### config.mk
export PLATFORM = sky130hd
export DESIGN_NAME = pic_cmd_port
export DESIGN_NICKNAME = d
export VERILOG_FILES = /design/src/rtl/pic_cmd_pkg.sv /design/src/rtl/pic_rot_prio.sv /design/src/rtl/pic_init_seq.sv /design/src/rtl/pic_cmd_port.sv
export SDC_FILE = /design/constraint.sdc
export NUM_CORES = 1
export LEC_CHECK = 0
export ABC_AREA = 1
export ABC_CLOCK_PERIOD_IN_PS = 4390
export BUFFER_PORTS_ARGS = -buffer_cell sky130_fd_sc_hd__buf_2
export CAP_MARGIN = 20
export CORE_ASPECT_RATIO = 1.25
export CORE_MARGIN = 2
export CORE_UTILIZATION = 33
export CTS_CLUSTER_SIZE = 20
export DETAILED_ROUTE_END_ITERATION = 10
export PLACE_DENSITY = 0.59
export SLEW_MARGIN = 40
export SYNTH_ARGS = -nofsm -noshare
export SYNTH_HDL_FRONTEND = slang
export SYNTH_SLANG_ARGS = --single-unit
export TNS_END_PERCENT = 10
### constraint.sdc
create_clock -name clk -period 4.39 [get_ports clk]
set_clock_uncertainty 0.1 [all_clocks]
set_input_delay 0.2195 -clock clk [delete_from_list [all_inputs] [get_ports clk]]
set_output_delay 0.2195 -clock clk [all_outputs]
set_load 0.05 [all_outputs]
### src/rtl/pic_cmd_pkg.sv
package pic_cmd_pkg;
  typedef enum logic [1:0] {
    ST_IDLE = 2'd0,
    ST_BASE = 2'd1,
    ST_SKIP = 2'd2,
    ST_MODE = 2'd3
  } init_st_e;

  typedef enum logic [2:0] {
    CMD_ROT_OFF = 3'd0,
    CMD_NS_EOI  = 3'd1,
    CMD_NOP     = 3'd2,
    CMD_SP_EOI  = 3'd3,
    CMD_ROT_ON  = 3'd4,
    CMD_ROT_NS  = 3'd5,
    CMD_SET_PRI = 3'd6,
    CMD_ROT_SP  = 3'd7
  } cmd_e;
endpackage

### src/rtl/pic_rot_prio.sv
module pic_rot_prio #(
  parameter int N  = 8,
  parameter int LW = $clog2(N)
) (
  input  logic [N-1:0]  vec,
  input  logic [LW-1:0] off,
  output logic          found,
  output logic [LW-1:0] line,
  output logic [LW-1:0] rank
);
  logic [N-1:0] rot;

  // rot[k] is the line whose rank is k
  for (genvar k = 0; k < N; k++) begin : g_rot
    localparam logic [LW-1:0] K = LW'(k);
    assign rot[k] = vec[off + K];
  end

  always_comb begin
    found = 1'b0;
    rank  = '0;
    for (int k = N - 1; k >= 0; k--) begin
      if (rot[k]) begin
        found = 1'b1;
        rank  = LW'(k);
      end
    end
    line = off + rank;
  end
endmodule

### src/rtl/pic_init_seq.sv
module pic_init_seq
  import pic_cmd_pkg::*;
(
  input  logic     clk,
  input  logic     rst_n,
  input  logic     start,
  input  logic     step,
  input  logic     need_mode,
  output init_st_e st
);
  always_ff @(posedge clk) begin
    if (!rst_n) begin
      st <= ST_IDLE;
    end else if (start) begin
      st <= ST_BASE;
    end else if (step) begin
      unique case (st)
        ST_BASE: st <= ST_SKIP;
        ST_SKIP: st <= need_mode ? ST_MODE : ST_IDLE;
        ST_MODE: st <= ST_IDLE;
        default: st <= ST_IDLE;
      endcase
    end
  end

  assert_mode_last_R3: assert property (@(posedge clk) disable iff (!rst_n)
    (st == ST_MODE && step && !start) |=> st == ST_IDLE);
  assert_skip_short_R3: assert property (@(posedge clk) disable iff (!rst_n)
    (st == ST_SKIP && step && !start && !need_mode) |=> st == ST_IDLE);
endmodule

### src/rtl/pic_cmd_port.sv
module pic_cmd_port
  import pic_cmd_pkg::*;
#(
  parameter int N = 8,
  parameter logic [N-1:0] TRIG_WMASK = 8'hF8
) (
  input  logic            clk,
  input  logic            rst_n,
  input  logic            wr_en,
  input  logic            rd_en,
  input  logic            addr,
  input  logic [N-1:0]    wdata,
  input  logic            trig_wr,
  input  logic [N-1:0]    irr_in,
  input  logic [N-1:0]    isr_in,
  output logic            rd_valid,
  output logic [N-1:0]    rd_data,
  output logic [N-1:0]    imr,
  output logic [N-1:0]    vec_base,
  output logic [$clog2(N)-1:0] prio_off,
  output logic            auto_eoi,
  output logic            rot_aeoi,
  output logic            nested,
  output logic            spec_mask,
  output logic [N-1:0]    trig_mode,
  output logic [N-1:0]    eoi_clr,
  output logic [N-1:0]    req_clr
);
  localparam int LW = $clog2(N);
  localparam logic [N-1:0] BASE_MASK = {N{1'b1}} << LW;
  localparam logic [LW-1:0] ONE = LW'(1);

  logic need4_q, sel_isr_q, poll_q;
  init_st_e st;

  logic wr0, wr1, start_w, rw_cmd, op_cmd, rd_ok;
  cmd_e cmd;
  logic [LW-1:0] data_line;

  assign wr0       = wr_en && !addr;
  assign wr1       = wr_en && addr;
  assign start_w   = wr0 && wdata[4];
  assign rw_cmd    = wr0 && !wdata[4] && wdata[3];
  assign op_cmd    = wr0 && !wdata[4] && !wdata[3];
  assign cmd       = cmd_e'(wdata[7:5]);
  assign data_line = wdata[LW-1:0];
  assign rd_ok     = rd_en && !wr_en;

  logic          isr_found, req_found, poll_hit;
  logic [LW-1:0] isr_line, isr_rank, req_line, req_rank;

  pic_rot_prio #(.N(N), .LW(LW)) u_isr_prio (
    .vec(isr_in), .off(prio_off),
    .found(isr_found), .line(isr_line), .rank(isr_rank)
  );

  pic_rot_prio #(.N(N), .LW(LW)) u_req_prio (
    .vec(irr_in & ~imr), .off(prio_off),
    .found(req_found), .line(req_line), .rank(req_rank)
  );

  assign poll_hit = req_found && (!isr_found || (req_rank < isr_rank));

  pic_init_seq u_seq (
    .clk(clk), .rst_n(rst_n), .start(start_w), .step(wr1),
    .need_mode(need4_q), .st(st)
  );

  always_ff @(posedge clk) begin
    if (!rst_n) begin
      need4_q   <= 1'b0;
      sel_isr_q <= 1'b0;
      poll_q    <= 1'b0;
      imr       <= '0;
      vec_base  <= '0;
      prio_off  <= '0;
      auto_eoi  <= 1'b0;
      rot_aeoi  <= 1'b0;
      nested    <= 1'b0;
      spec_mask <= 1'b0;
      trig_mode <= '0;
      eoi_clr   <= '0;
      req_clr   <= '0;
      rd_valid  <= 1'b0;
      rd_data   <= '0;
    end else begin
      eoi_clr  <= '0;
      req_clr  <= '0;
      rd_valid <= rd_ok;

      if (trig_wr) trig_mode <= wdata & TRIG_WMASK;

      if (start_w) begin
        need4_q   <= wdata[0];
        imr       <= '0;
        prio_off  <= '0;
        spec_mask <= 1'b0;
        sel_isr_q <= 1'b0;
        if (!wdata[0]) begin
          nested   <= 1'b0;
          auto_eoi <= 1'b0;
        end
      end else if (wr1) begin
        unique case (st)
          ST_IDLE: imr      <= wdata;
          ST_BASE: vec_base <= wdata & BASE_MASK;
          ST_SKIP: ;
          ST_MODE: begin
            nested   <= wdata[4];
            auto_eoi <= wdata[1];
          end
          default: ;
        endcase
      end else if (rw_cmd) begin
        if (wdata[2]) poll_q    <= 1'b1;
        if (wdata[1]) sel_isr_q <= wdata[0];
        if (wdata[6]) spec_mask <= wdata[5];
      end else if (op_cmd) begin
        unique case (cmd)
          CMD_ROT_OFF, CMD_ROT_ON: rot_aeoi <= wdata[7];
          CMD_NS_EOI, CMD_ROT_NS: begin
            if (isr_found) begin
              eoi_clr <= N'(1) << isr_line;
              if (cmd == CMD_ROT_NS) prio_off <= isr_line + ONE;
            end
          end
          CMD_SP_EOI:  eoi_clr <= N'(1) << data_line;
          CMD_SET_PRI: prio_off <= data_line + ONE;
          CMD_ROT_SP: begin
            eoi_clr  <= N'(1) << data_line;
            prio_off <= data_line + ONE;
          end
          default: ;
        endcase
      end

      if (rd_ok) begin
        if (poll_q) begin
          poll_q <= 1'b0;
          if (poll_hit) begin
            rd_data <= N'(req_line);
            req_clr <= N'(1) << req_line;
            eoi_clr <= N'(1) << req_line;
          end else begin
            rd_data <= N'(N - 1);
          end
        end else if (addr) begin
          rd_data <= imr;
        end else begin
          rd_data <= sel_isr_q ? isr_in : irr_in;
        end
      end
    end
  end

  assert_eoi_onehot_R7: assert property (@(posedge clk) disable iff (!rst_n)
    $onehot0(eoi_clr));
  assert_rd_valid_R9: assert property (@(posedge clk) disable iff (!rst_n)
    rd_ok |=> rd_valid);
  assert_rd_block_R12: assert property (@(posedge clk) disable iff (!rst_n)
    wr_en |=> !rd_valid);
  assert_init_clear_R2: assert property (@(posedge clk) disable iff (!rst_n)
    start_w |=> (imr == '0 && prio_off == '0 && !spec_mask));
  assert_poll_pair_R10: assert property (@(posedge clk) disable iff (!rst_n)
    (req_clr != '0) |-> (req_clr == eoi_clr && rd_valid));
  assert_poll_disarm_R10: assert property (@(posedge clk) disable iff (!rst_n)
    (rd_ok && poll_q) |=> !poll_q);
endmodule

==> results of run 1 <==
## worst max path at each step
stage | slack [ps] | to | from | cells past startpoint
floorplan | 440 | eoi_clr[1]$_SDFF_PN0_ | prio_off[1]$_SDFFE_PP0P_ | 24
global placement | 850 | eoi_clr[0]$_SDFF_PN0_ | prio_off[0]$_SDFFE_PP0P_ | 22
detailed placement | 770 | eoi_clr[0]$_SDFF_PN0_ | prio_off[0]$_SDFFE_PP0P_ | 20
CTS | 730 | eoi_clr[0]$_SDFF_PN0_ | prio_off[0]$_SDFFE_PP0P_ | 20
global route | 190 | eoi_clr[2]$_SDFF_PN0_ | prio_off[0]$_SDFFE_PP0P_ | 24
finish | 710 | prio_off[2]$_SDFFE_PP0P_ | prio_off[0]$_SDFFE_PP0P_ | 22
## flip-flops by register name, indices dropped and copies added, names as in the netlist
register,cells
trig_mode,5
nested,1
poll_q,1
vec_base,5
prio_off,3
u_seq.st,2
req_clr,8
auto_eoi,1
sel_isr_q,1
rd_valid,1
rot_aeoi,1
imr,8
need4_q,1
eoi_clr,8
rd_data,8
spec_mask,1
## per-stage QoR
| stage | power [W] | instance area, µm² | worst slack [ps] | hold slack [ps] | std cells |
|---|---|---|---|---|---|
| final | 0.00131 | 4330 | 712 | 105 | 762 |
| after floorplan | 0.000786 | 3740 | 444 | 254 | 560 |
| after CTS | 0.00132 | 4330 | 726 | 103 | 762 |
| after global routing | 0.00138 | 4330 | 194 | 112 | 762 |
| after detailed placement | 0.000865 | 4160 | 766 | 352 | 754 |
| after global placement | 0.000861 | 4160 | 846 | 344 | 754 |
## cells by family (layout without fill, tap and decap cells)
group / count (synthesis) / after routing / synth area share, %
buffers and inverters: 90 / 157 / 11.2
XOR/XNOR: 8 / 8 / 3.60
other: 1 / 6 / 0.101
flip-flops: 55 / 55 / 29.6
AO/OA/AOI/OAI: 96 / 96 / 14.5
AND/OR/NAND/NOR: 292 / 292 / 36.3
adder cells (fa/ha/maj): 13 / 13 / 4.78
## final cells by class
class	count	area share, %
multi-input cells	415	51.2
flip-flops and latches	55	25.4
repair buffers	82	9.64
inverters	67	5.92
well taps	135	3.90
clock buffers	5	2.89
clock inverters	3	1.01
## power groups by stage
| stage | Combinational, W | Clock (W) | Sequential [W] |
|---|---|---|---|
| floorplan | 0.000207 | 0 | 0.000580 |
| global placement | 0.000327 | 0 | 0.000534 |
| detailed placement | 0.000330 | 0 | 0.000535 |
| CTS | 0.000332 | 0.000468 | 0.000523 |
| global route | 0.000369 | 0.000482 | 0.000525 |
| finish | 0.000332 | 0.000451 | 0.000523 |
## metal layers
layer	share of wire, %	vias to the layer above	global-route usage, %
met5	0	-	0
met4	3.9	0	8.82
met3	6.2	24	2.68
met2	49	132	30.9
met1	41	1733	21.3
li1	-	1938	-
## critical path: stages, from the launching register on
cell	delay [ps]
dfxtp_1	400
inv_6	100
ha_1	480
inv_1	180
nand3_1	140
nand3_1	100
nand2_1	80
nand2_1	50
nand2_1	60
nand2_1	50
nand2_1	50
nand2_1	60
a21boi_2	160
ha_1	160
inv_1	40
fa_1	540
inv_1	80
nand2_1	60
o21ai_0	90
ha_1	230
xor2_1	160
o21ai_0	140
inv_1	50
## layout by cell type, fill, tap and decap left out, types with 2 or more instances in the layout
cell,n
nor2_1,32
nor2_4,2
xor2_4,2
inv_1,59
a21oi_1,52
o32ai_1,2
nand3_1,69
clkinv_1,2
nand4_1,5
conb_1,6
nand2_4,2
nand2_1,157
xor2_1,3
ha_1,11
dfxtp_1,55
o21ai_2,2
nand2_2,8
inv_2,5
o22ai_1,6
fa_1,2
nand3_2,6
clkbuf_16,5
nor3_1,3
o21ai_0,23
buf_4,3
buf_2,79
a31oi_1,3
==> results.md, run 1 <==
Setup path:
- The critical path start-end classification is register to register.
- The worst register-to-register path has a setup slack of a little over 700 ps.
- The data arrival time of the critical path is 3770 ps.
- The endpoint of the worst-slack reg-to-reg timing path is prio_off[2]$_SDFFE_PP0P_.
- For the worst setup path, the data required time is 4480 ps.
- STA classifies the critical path startpoint as a register.
- The startpoint identified for the worst register-to-register timing path is prio_off[0]$_SDFFE_PP0P_.
- Along the worst path, the maximum fanout reaches 17.
- Counting cells, the worst reg-to-reg path comes to 22.
- The worst setup path is captured at a register.

Hold path:
- The type of the tightest min-delay check is primary input to register.
- For hold timing, the worst endpoint is trig_mode[3]$_SDFFE_PN0P_.
- Along the worst hold path, the cell count comes to 2.
- The launch point of the worst hold path is trig_wr.

Floorplanning:
- The placeable core area is 0.0110 mm².
- The height of the die is 123 µm.
- In this run the core area contains 43 standard-cell rows.
- The floorplan step defined a die boundary enclosing 0.0121 mm².
- The I/O pin total is 86.
- The die boundary width is 98.9 µm.
- For this configuration, the core starts out at a cell density of 33.7%.

Logic synthesis:
- The sequential cell area fraction in the yosys report is 29.6%.
- The post-synth design cell area is 0.00372 mm².
- Of all cell types, the one taking the most synthesized area is dfxtp_1.
- The synthesis warning total is 0.
- The number of flops mapped to enable cells by yosys is 0.
- The prevailing post-synth register cell is dfxtp_1.
- In this run, synthesis produced a sequential element count of 55.
- Synthesis produced a netlist whose cell count is 555.
- Counting instances in the post-synthesis netlist gives the leading cell types as nand2_1, nand3_1, inv_1, dfxtp_1, a21oi_1.
- Among all cell types in the netlist, the one instantiated most often is nand2_1.
- The number of different library cells used by synthesis comes to 49.
- The fraction of synthesis flops using an asynchronous set or reset pin is 0%.
- The average size of a mapped cell is between 6 and 7 µm².
- By area the synthesized netlist is led by dfxtp_1, nand2_1, nand3_1.
- Summed over its instances, the top area cell type makes up 29.6% of the synthesized netlist area.

Timing:
- At the pin with the least slew margin, the transition time is 701 ps.
- Setup violations remaining at the end of the flow were counted as 0.
- Setup repair after global routing left no endpoint under its margin.
- The final-report max-slew violation count is 0.
- The hold violation count in the final report is 0.
- The maximum clock rate is about 270 MHz.
- The worst path uses 83.8% of the clock period.
- Setup total negative slack on the finished layout was measured at 0 ps.
- The minimum clock period after layout is 3680 ps.
- The worst relative slew slack is a little over half.

Cells and area:
- The utilization of the core after routing is around two fifths.
- Fill cells in the final layout number 1191.
- The final layout contains between 600 and 700 nets.
- The relative area change from synthesis to final layout is 16.6%.
- The multi-input combinational cell area is approximately 0.0022 mm².
- The count of inserted antenna diode cells is 0.
- The share of final-layout standard cells stronger than drive strength 1 is 20.3%.
- Across the whole layout, storage elements account for 0.00110 mm².

Drt:
- The first detailed-routing pass took 5 iterations.
- The detail-routed net length per standard cell is around 14 µm.
- The routed layout has 3827 vias.
- The sum of routed wire length over all layers is 10600 µm.
- Dividing the detail-routed via count by the number of cells gives around 5.
- The number of design-rule violations left by the first detailed-router iteration is 198.
- The DRC violation count after routing is 0.
- The number of nets with antenna violations after detailed routing is 0.

GRT:
- The first-pass GRT wire length is 17400 µm.
- Entering global routing, the biggest net connects 22 pins.
- The global routing usage summed across all routing layers is between 15 and 20%.
- The number of antenna violations at the first check in global routing was 0.
- The via count of the first global-routing pass is between 3000 and 4000.
- The global-route congestion overflow total is 0.

Job:
- The max-capacitance violation count is 0.

Clock tree:
- For this design, the CTS-stage hold fixing added 0 buffers.
- The clock-pin transition on the worst setup and hold timing paths is 70 ps.
- After clock tree synthesis, the repair step resized 0 gates.
- The TritonCTS clock tree is yes.
- The number of H-tree branching levels is 2.
- The number of CTS-inserted buffers is 5.
- The clock latency on the worst-skew pair is 290 ps.
- The clock passes through at most 2 buffers.
- The root buffer cell is clkbuf_16.
- The number of clock sinks is 55.
- The number of buffers inserted by post-CTS setup repair is 0.

Run status:
- The run finished with clean final reports.

Pwr:
- The combinational cell fraction of total power is 25.4%.
- The power density over cell area is between 300 and 400 mW/mm².
- The maximum VDD drop is ~0.0002 V.
- The analysis attributes to net switching a power of between 0.0004 and 0.0005 W.
- Per report_power, the sequential group accounts for roughly two fifths of the total.
- In this run the static leakage power is 2.19 nW.
- The internal power of the cells totals 0.000875 W.
- Net switching is 33.0% of the power.
- The clock network accounts for 34.5% of the total power.

Placed design:
- The number of buffer cells added on primary ports is around 80.
- The final weighted congestion of routability-driven global placement is just over 1.
- The placed wire-length estimate after detailed placement is between 8000 and 9000 µm.
(Power assumes the default switching activity.)
==> run 2: changes to the inputs <==
--- a/config.mk
+++ b/config.mk
@@ -6,7 +6,7 @@
 export NUM_CORES = 1
 export LEC_CHECK = 0
 export ABC_AREA = 1
-export ABC_CLOCK_PERIOD_IN_PS = 4390
+export ABC_CLOCK_PERIOD_IN_PS = 3500
 export BUFFER_PORTS_ARGS = -buffer_cell sky130_fd_sc_hd__buf_2
 export CAP_MARGIN = 20
 export CORE_ASPECT_RATIO = 1.25
==> constraint.sdc (replaced) <==
create_clock -name clk -period 3.5 [get_ports clk]
set_clock_uncertainty 0.1 [all_clocks]
set_input_delay 0.175 -clock clk [delete_from_list [all_inputs] [get_ports clk]]
set_output_delay 0.175 -clock clk [all_outputs]
set_load 0.05 [all_outputs]
==> run 2 against run 1 <==
Effect of this change:
- critical path depth increased by 1
- flip-flop and latch count unchanged
- sequential power increased by 25%
- die area unchanged
- register-to-register slack got worse by 490 ps
- core utilization increased by 1.3 points
- highest routed layer unchanged
- cell count increased by 0.92%
- setup slack got worse by 490 ps
==> results.md, run 2 (same netlist as run 1, synthesis figures left out) <==
Cells and area:
- The most common library cell in the layout ignoring fill and taps is nand2_1 (unchanged).
- The area used by sequential logic in the layout came to 0.00111 mm² (was 0.00110 mm²).
- Commonest non-fill, non-tap cells in the layout: nand2_1, buf_2, nand3_1 (unchanged).
- The layout filler cell count was 1170 (was 1191).
- The multi-input combinational cell area is 0.00230 mm² (was 0.00222 mm²).
- The count of inserted antenna diode cells is 0 (unchanged).
- The utilization of the core after routing was 40.6% (was 39.3%).
- The share of final-layout standard cells stronger than drive strength 1 came to 23.5% (was 20.3%).
- The net total in the final layout is 676 (was 669).
- The relative area change from synthesis to final layout was 20.4% (was 16.6%).

Setup path:
- The critical path required time was 3630 ps (was 4480 ps).
- The slowest library cell on the worst path is dfxtp_4 (was fa_1).
- The sort of element at the start of the critical path is a register (unchanged).
- The sum of buffers and inverters on the critical path is 4 (was 5).
- The largest incremental delay on the critical path was 360 ps (was 540 ps).
- The cell repeated most along the worst path is nand2_1 (unchanged).
- The cell type group with the largest total delay on the critical path was simple AND/OR/NAND/NOR gates (was adder cells).
- The critical path endpoint category is a register (unchanged).
- The startpoint of the lowest-slack register-to-register path is prio_off[0]$_SDFFE_PP0P_ (unchanged).
- The critical path start-end classification is register to register (unchanged).
- The data arrival time of the critical path is 3410 ps (was 3770 ps).
- List of cells traversed by the critical path: buf_8, ha_4, xnor2_4, buf_4, nand2_1, nand2_1, nand2_1, nand2_1, nand2_1, nand2_1, a21boi_2, ha_1, inv_1, fa_1, xor2_1, or2_1, nand2_2, inv_1, o22ai_1, nand2_1, nand2_1, nand2_1, nor2_1 (was inv_6, ha_1, inv_1, nand3_1, nand3_1, nand2_1, nand2_1, nand2_1, nand2_1, nand2_1, nand2_1, a21boi_2, ha_1, inv_1, fa_1, inv_1, nand2_1, o21ai_0, ha_1, xor2_1, o21ai_0, inv_1).
- The worst-path maximum fanout is 21 (was 17).
- The worst setup path startpoint is prio_off[0]$_SDFFE_PP0P_ (unchanged).

GRT:
- The first-pass GRT wire length is 17100 µm (was 17400 µm).
- The global routing usage summed across all routing layers was 17.5% (was 17.8%).
- The via count of the first global-routing pass is 3561 (was 3620).
- The maximum number of pins on one net before global-route repair was 22 (unchanged).
- The number of antenna violations at the first check in global routing is 0 (unchanged).
- The global-route congestion overflow total is 0 (unchanged).

Drt:
- The first-pass iteration count of the detailed router is 4 (was 5).
- The sum of routed wire length over all layers is 10600 µm (about the same).
- The ratio of routed vias to standard cells is 4.97 (was 5.02).
- The via total after detailed routing came to 3822 (was 3827).
- The detail-routed net length per standard cell was 13.8 µm (was 13.9 µm).
- The number of design-rule violations left by the first detailed-router iteration is 157 (was 198).
- The DRC violation count after routing was 0 (unchanged).
- The number of nets with antenna violations after detailed routing is 0 (unchanged).

Floorplanning:
- The I/O pin total is 86 (unchanged).
- The effective utilization at floorplan is 33.7% (unchanged).
- The die boundary width is 98.9 µm (unchanged).
- The placeable core area was 0.0110 mm² (unchanged).
- The area of the die is 0.0121 mm² (unchanged).
- The height of the die is 123 µm (unchanged).
- The number of rows in the core area is 43 (unchanged).

Clock tree:
- The number of clock sinks is 55 (unchanged).
- The TritonCTS clock tree is yes (unchanged).
- The deepest clock path buffer count is 2 (unchanged).
- The number of H-tree branching levels is 2 (unchanged).
- The clock latency on the worst-skew pair came to 300 ps (was 290 ps).
- The clock-pin transition on the worst setup and hold timing paths was 70 ps (about the same).
- The root buffer cell was clkbuf_16 (unchanged).
- The number of CTS-inserted buffers was 5 (unchanged).

Job:
- The max-capacitance violation count is 0 (unchanged).

Timing:
- The final worst hold slack came to 57.5 ps (was 105 ps).
- The minimum clock period after layout is 3280 ps (was 3680 ps).
- RSZ-0062 raised after global routing: true (was false).
- The measured slew at the worst slew-check pin came to 527 ps (was 701 ps).
- The worst relative slew slack is 64.8% (was 53.0%).
- The maximum clock rate was 305 MHz (was 272 MHz).
- The total negative slack is 0 ps (unchanged).
- The hold violation count in the final report is 0 (unchanged).
- The final-report max-slew violation count is 0 (unchanged).
- The final critical-path share of the clock period is 93.6% (was 83.8%).
- The total setup violations reported at the end of the flow was 0 (unchanged).

Pwr:
- The switching share of power is 33.9% (was 33.0%).
- The part of the total power dissipated in sequential elements is 41.3% (was 40.0%).
- The static leakage is 2.23 nW (was 2.19 nW).
- The power dissipated by switching net loads is 0.000538 W (was 0.000432 W).
- The power density over cell area is 355 mW/mm² (was 302 mW/mm²).
- The clock share of power came to 31.6% (was 34.5%).
- The maximum VDD drop is 0.000184 V (was 0.000200 V).
- The internal power contribution is 0.00105 W (was 0.000875 W).
- The combinational cell fraction of total power was 27.1% (was 25.4%).

Hold path:
- The launch point of the worst hold path is trig_wr (unchanged).
- The type of the tightest min-delay check is primary input to register (unchanged).

Placed design:
- The placed wire-length estimate after detailed placement is 8540 µm (about the same).
- The number of buffer cells added on primary ports is 79 (unchanged).
- The final weighted congestion of routability-driven global placement came to 0.914 (was 1.04).

Run status:
- Run status: complete, no violations (unchanged).
## run 2: cell types whose count changed in the layout (fill, tap and decap cells not counted), sizes merged
cell,previous run,this run
buf,82,89
bufinv,1,0
clkinv,4,3
clkbuf,5,7
## run 2: layout make-up
class                      instances  area share, %
clock buffer                       7           3.19
multi-input combinational        415           51.5
clock inverter                     1          0.112
inverter                          67           5.73
timing repair buffer              89           11.0
tap                              135           3.77
sequential                        55           24.8
## run 2: per-stage QoR
stage | cell area, µm² | power [W] | setup slack [ps] | cells
finish | 4480 | 0.00159 | 223 | 769
global route | 4480 | 0.00168 | -14.3 | 769
CTS | 4370 | 0.00159 | 26.2 | 766
detailed placement | 4220 | 0.00109 | 80.4 | 758
global placement | 4220 | 0.00109 | 71.5 | 758
floorplan | 3760 | 0.000986 | 12.2 | 560
## run 2: timing repair
action                                  4_1_cts  5_1_grt
endpoints found under the setup margin        0       19
endpoints found under the hold margin         0        0
setup buffers                                 0        3
hold buffers                                  0        0
gates resized for setup                       0       18
## run 2: power groups by stage
stage	clock network (W)	logic (W)	registers, W
5_1_grt	0.000544	0.000476	0.000657
3_5_place_dp	0	0.000420	0.000670
3_3_place_gp	0	0.000416	0.000669
4_1_cts	0.000514	0.000422	0.000656
6_report	0.000502	0.000430	0.000655
2_1_floorplan	0	0.000261	0.000726
## run 2: worst paths after layout
kind / depth (start not counted) / endpoint / slack (ps)
worst min register to register: 2 / rot_aeoi$_SDFFE_PN0P_ / 350
worst min-delay path: 2 / trig_mode[3]$_SDFFE_PN0P_ / 60
worst max-delay path: 23 / eoi_clr[0]$_SDFF_PN0_ / 220
worst max register to register: 23 / eoi_clr[0]$_SDFF_PN0_ / 220
## run 2: routing by layer
layer  wire length, µm  global-route usage [%]  share of wire (%)  vias up
met2              5370                    31.1                 51       90
met1              4540                    21.4                 43     1767
met4               245                    6.76                2.3        0
met5                 0                       0                  0        -
li1                  -                       -                  -     1950
met3               459                    2.16                4.3       15
==> run 3: changes to the inputs <==
--- a/config.mk
+++ b/config.mk
@@ -14,6 +14,7 @@
 export CORE_UTILIZATION = 33
 export CTS_CLUSTER_SIZE = 20
 export DETAILED_ROUTE_END_ITERATION = 10
+export GPL_TIMING_DRIVEN = 0
 export PLACE_DENSITY = 0.59
 export SLEW_MARGIN = 40
 export SYNTH_ARGS = -nofsm -noshare
==> run 3 against run 2 <==
Effect of this change:
- core utilization grew 3.5 points
- fmax shrank 4.2%
- via count grew 3.6%
- largest power group unchanged
- non-clock buffer count grew 34
- clock power grew 15%
- flip-flop and latch count is the same
- largest cell class unchanged
- worst hold slack gained 39 ps
- setup slack lost 140 ps
- global-route usage grew 0.94 points
- first-iteration DRC count shrank 7.6%
- routed wire length grew 5.2%
==> results.md, run 3 (same netlist as run 1, synthesis figures left out) <==
Cells and area:
- The layout filler cell count was 1156 (was 1170).
- Commonest non-fill, non-tap cells in the layout: nand2_1, buf_2, inv_1 (was nand2_1, buf_2, nand3_1).
- The share of final-layout standard cells stronger than drive strength 1 is 28.9% (was 23.5%).
- The relative area change from synthesis to final layout is 30.8% (was 20.4%).
- The utilization of the core after routing was 44.1% (was 40.6%).
- The multi-input combinational cell area is 0.00240 mm² (was 0.00230 mm²).
- The area used by sequential logic in the layout is 0.00111 mm² (about the same).
- The count of inserted antenna diode cells is 0 (unchanged).
- The most common library cell in the layout ignoring fill and taps is nand2_1 (unchanged).
- The net total in the final layout is 710 (was 676).
- The final standard cell count with taps included and fillers excluded is 803 (was 769).

Pwr:
- The combinational cell fraction of total power is 28.3% (was 27.1%).
- The part of the total power dissipated in sequential elements was 38.1% (was 41.3%).
- The power dissipated by switching net loads came to 0.000573 W (was 0.000538 W).
- The maximum VDD drop came to 0.000271 V (was 0.000184 V).
- The switching share of power was 33.4% (was 33.9%).
- The static leakage came to 2.39 nW (was 2.23 nW).
- The internal power contribution is 0.00114 W (was 0.00105 W).
- The power density over cell area is 353 mW/mm² (was 355 mW/mm²).
- The clock share of power is 33.6% (was 31.6%).

Floorplanning:
- The I/O pin total was 86 (unchanged).
- The die boundary width is 98.9 µm (unchanged).
- The height of the die is 123 µm (unchanged).
- The area of the die was 0.0121 mm² (unchanged).
- The number of rows in the core area came to 43 (unchanged).
- The effective utilization at floorplan is 33.7% (unchanged).
- The placeable core area is 0.0110 mm² (unchanged).

GRT:
- The maximum number of pins on one net before global-route repair is 19 (was 22).
- The first-pass GRT wire length was 17900 µm (was 17100 µm).
- The global routing usage summed across all routing layers came to 18.4% (was 17.5%).
- The number of antenna violations at the first check in global routing is 0 (unchanged).
- The global-route congestion overflow total came to 0 (unchanged).
- The via count of the first global-routing pass is 3720 (was 3561).

Setup path:
- The worst-path maximum fanout is 10 (was 21).
- The critical path endpoint category is a register (unchanged).
- The sort of element at the start of the critical path is a register (unchanged).
- The critical path required time came to 3590 ps (was 3630 ps).
- The critical path start-end classification is register to register (unchanged).
- The data arrival time of the critical path is 3510 ps (was 3410 ps).

Drt:
- The number of design-rule violations left by the first detailed-router iteration is 145 (was 157).
- The first-pass iteration count of the detailed router is 4 (unchanged).
- The DRC violation count after routing is 0 (unchanged).
- The ratio of routed vias to standard cells is 4.93 (was 4.97).
- The number of nets with antenna violations after detailed routing is 0 (unchanged).
- The detail-routed net length per standard cell was 13.9 µm (was 13.8 µm).
- The via total after detailed routing is 3958 (was 3822).
- The sum of routed wire length over all layers came to 11200 µm (was 10600 µm).

Timing:
- The measured slew at the worst slew-check pin was 510 ps (was 527 ps).
- The final worst hold slack was 96.9 ps (was 57.5 ps).
- The final critical-path share of the clock period is 97.7% (was 93.6%).
- RSZ-0062 raised after global routing: true (unchanged).
- The final-report max-slew violation count is 0 (unchanged).
- The maximum clock rate is 292 MHz (was 305 MHz).
- The hold violation count in the final report is 0 (unchanged).
- The total setup violations reported at the end of the flow is 0 (unchanged).
- The worst relative slew slack came to 66.0% (was 64.8%).
- The minimum clock period after layout came to 3420 ps (was 3280 ps).

Placed design:
- The post-placement cell count is 771 (was 758).
- The final weighted congestion of routability-driven global placement was 0.922 (was 0.914).
- The placed wire-length estimate after detailed placement was 8760 µm (was 8540 µm).
- The number of buffer cells added on primary ports came to 76 (was 79).

Clock tree:
- The TritonCTS clock tree is yes (unchanged).
- The number of H-tree branching levels is 2 (unchanged).
- The number of clock sinks is 55 (unchanged).
- The quantity of hold-fixing buffers added after cts is 0 (unchanged).
- The clock-pin transition on the worst setup and hold timing paths is 80 ps (was 70 ps).
- The deepest clock path buffer count was 2 (unchanged).
- The number of CTS-inserted buffers is 5 (unchanged).
- The clock latency on the worst-skew pair is 300 ps (about the same).
- The root buffer cell is clkbuf_16 (unchanged).

Job:
- The max-capacitance violation count is 0 (unchanged).

Hold path:
- The type of the tightest min-delay check is primary input to register (unchanged).

Run status:
- Run status: complete, no violations (unchanged).
## run 3: cell types whose count changed in the layout (fill, tap and decap cells not counted), sizes merged
cell / before / now
clkbuf: 7 / 16
bufinv: 0 / 1
clkinvlp: 0 / 1
buf: 89 / 112
## run 3: routing by layer
layer  GRT usage [%]  up-vias  share of wire (%)
li1                -     2015                  -
met1            21.8     1815                 42
met2            33.9      109                 52
met3            1.99       19                3.8
met4            7.19        0                2.7
met5               0        -                  0
## run 3: area by class of cell
cell class | count | share of cell area, %
well taps | 135 | 3.47
inverters | 67 | 5.69
multi-input cells | 415 | 49.4
clock buffers | 5 | 2.57
plain buffers | 21 | 3.04
flip-flops and latches | 55 | 22.8
repair buffers | 102 | 12.1
clock inverters | 3 | 0.952
## run 3: through the flow
| stage | setup slack (ps) | instance area (µm²) | power, W | setup TNS (ps) |
|---|---|---|---|---|
| after floorplan | 12.2 | 3760 | 0.000986 | 0 |
| after global placement | -333 | 4310 | 0.00109 | -4080 |
| after detailed placement | -389 | 4310 | 0.00110 | -5070 |
| after CTS | 8.68 | 4690 | 0.00171 | 0 |
| after global routing | -95.8 | 4860 | 0.00181 | -1080 |
| final | 80.0 | 4860 | 0.00172 | 0 |
## run 3: worst max-delay path: stages, from the launching register on
cell	delay, ps
dfxtp_4	360
buf_8	120
inv_6	60
ha_4	340
buf_8	150
nand3_4	80
nand2_1	70
nor2_1	40
a31oi_1	220
buf_4	150
nand2_1	70
a31oi_1	210
nor2_2	90
fa_2	410
xor2_4	220
xor2_4	280
buf_4	160
nor2_1	40
nand2_2	70
nand2_1	50
## run 3: power by group through the flow
stage                     registers (W)  clock network, W  logic [W]
after global routing           0.000657          0.000618   0.000533
after CTS                      0.000655          0.000594   0.000457
final                          0.000655          0.000577   0.000485
after global placement         0.000669                 0   0.000421
after floorplan                0.000726                 0   0.000261
after detailed placement       0.000670                 0   0.000425
## run 3: repair_timing
action	in CTS	in global routing
setup endpoints to repair	19	19
pin swaps	14	25
resized for setup	33	24
buffers inserted	13	13
cloned	0	0
## run 3: worst paths after layout
path	cells after the start	end	slack, ps	start
worst max-delay path	19	eoi_clr[7]$_SDFF_PN0_	80	prio_off[1]$_SDFFE_PP0P_
worst min-delay path	3	vec_base[3]$_SDFFE_PN0P_	100	wdata[3]
worst max register to register	19	eoi_clr[7]$_SDFF_PN0_	80	prio_off[1]$_SDFFE_PP0P_
worst min register to register	2	rot_aeoi$_SDFFE_PN0P_	360	rot_aeoi$_SDFFE_PN0P_
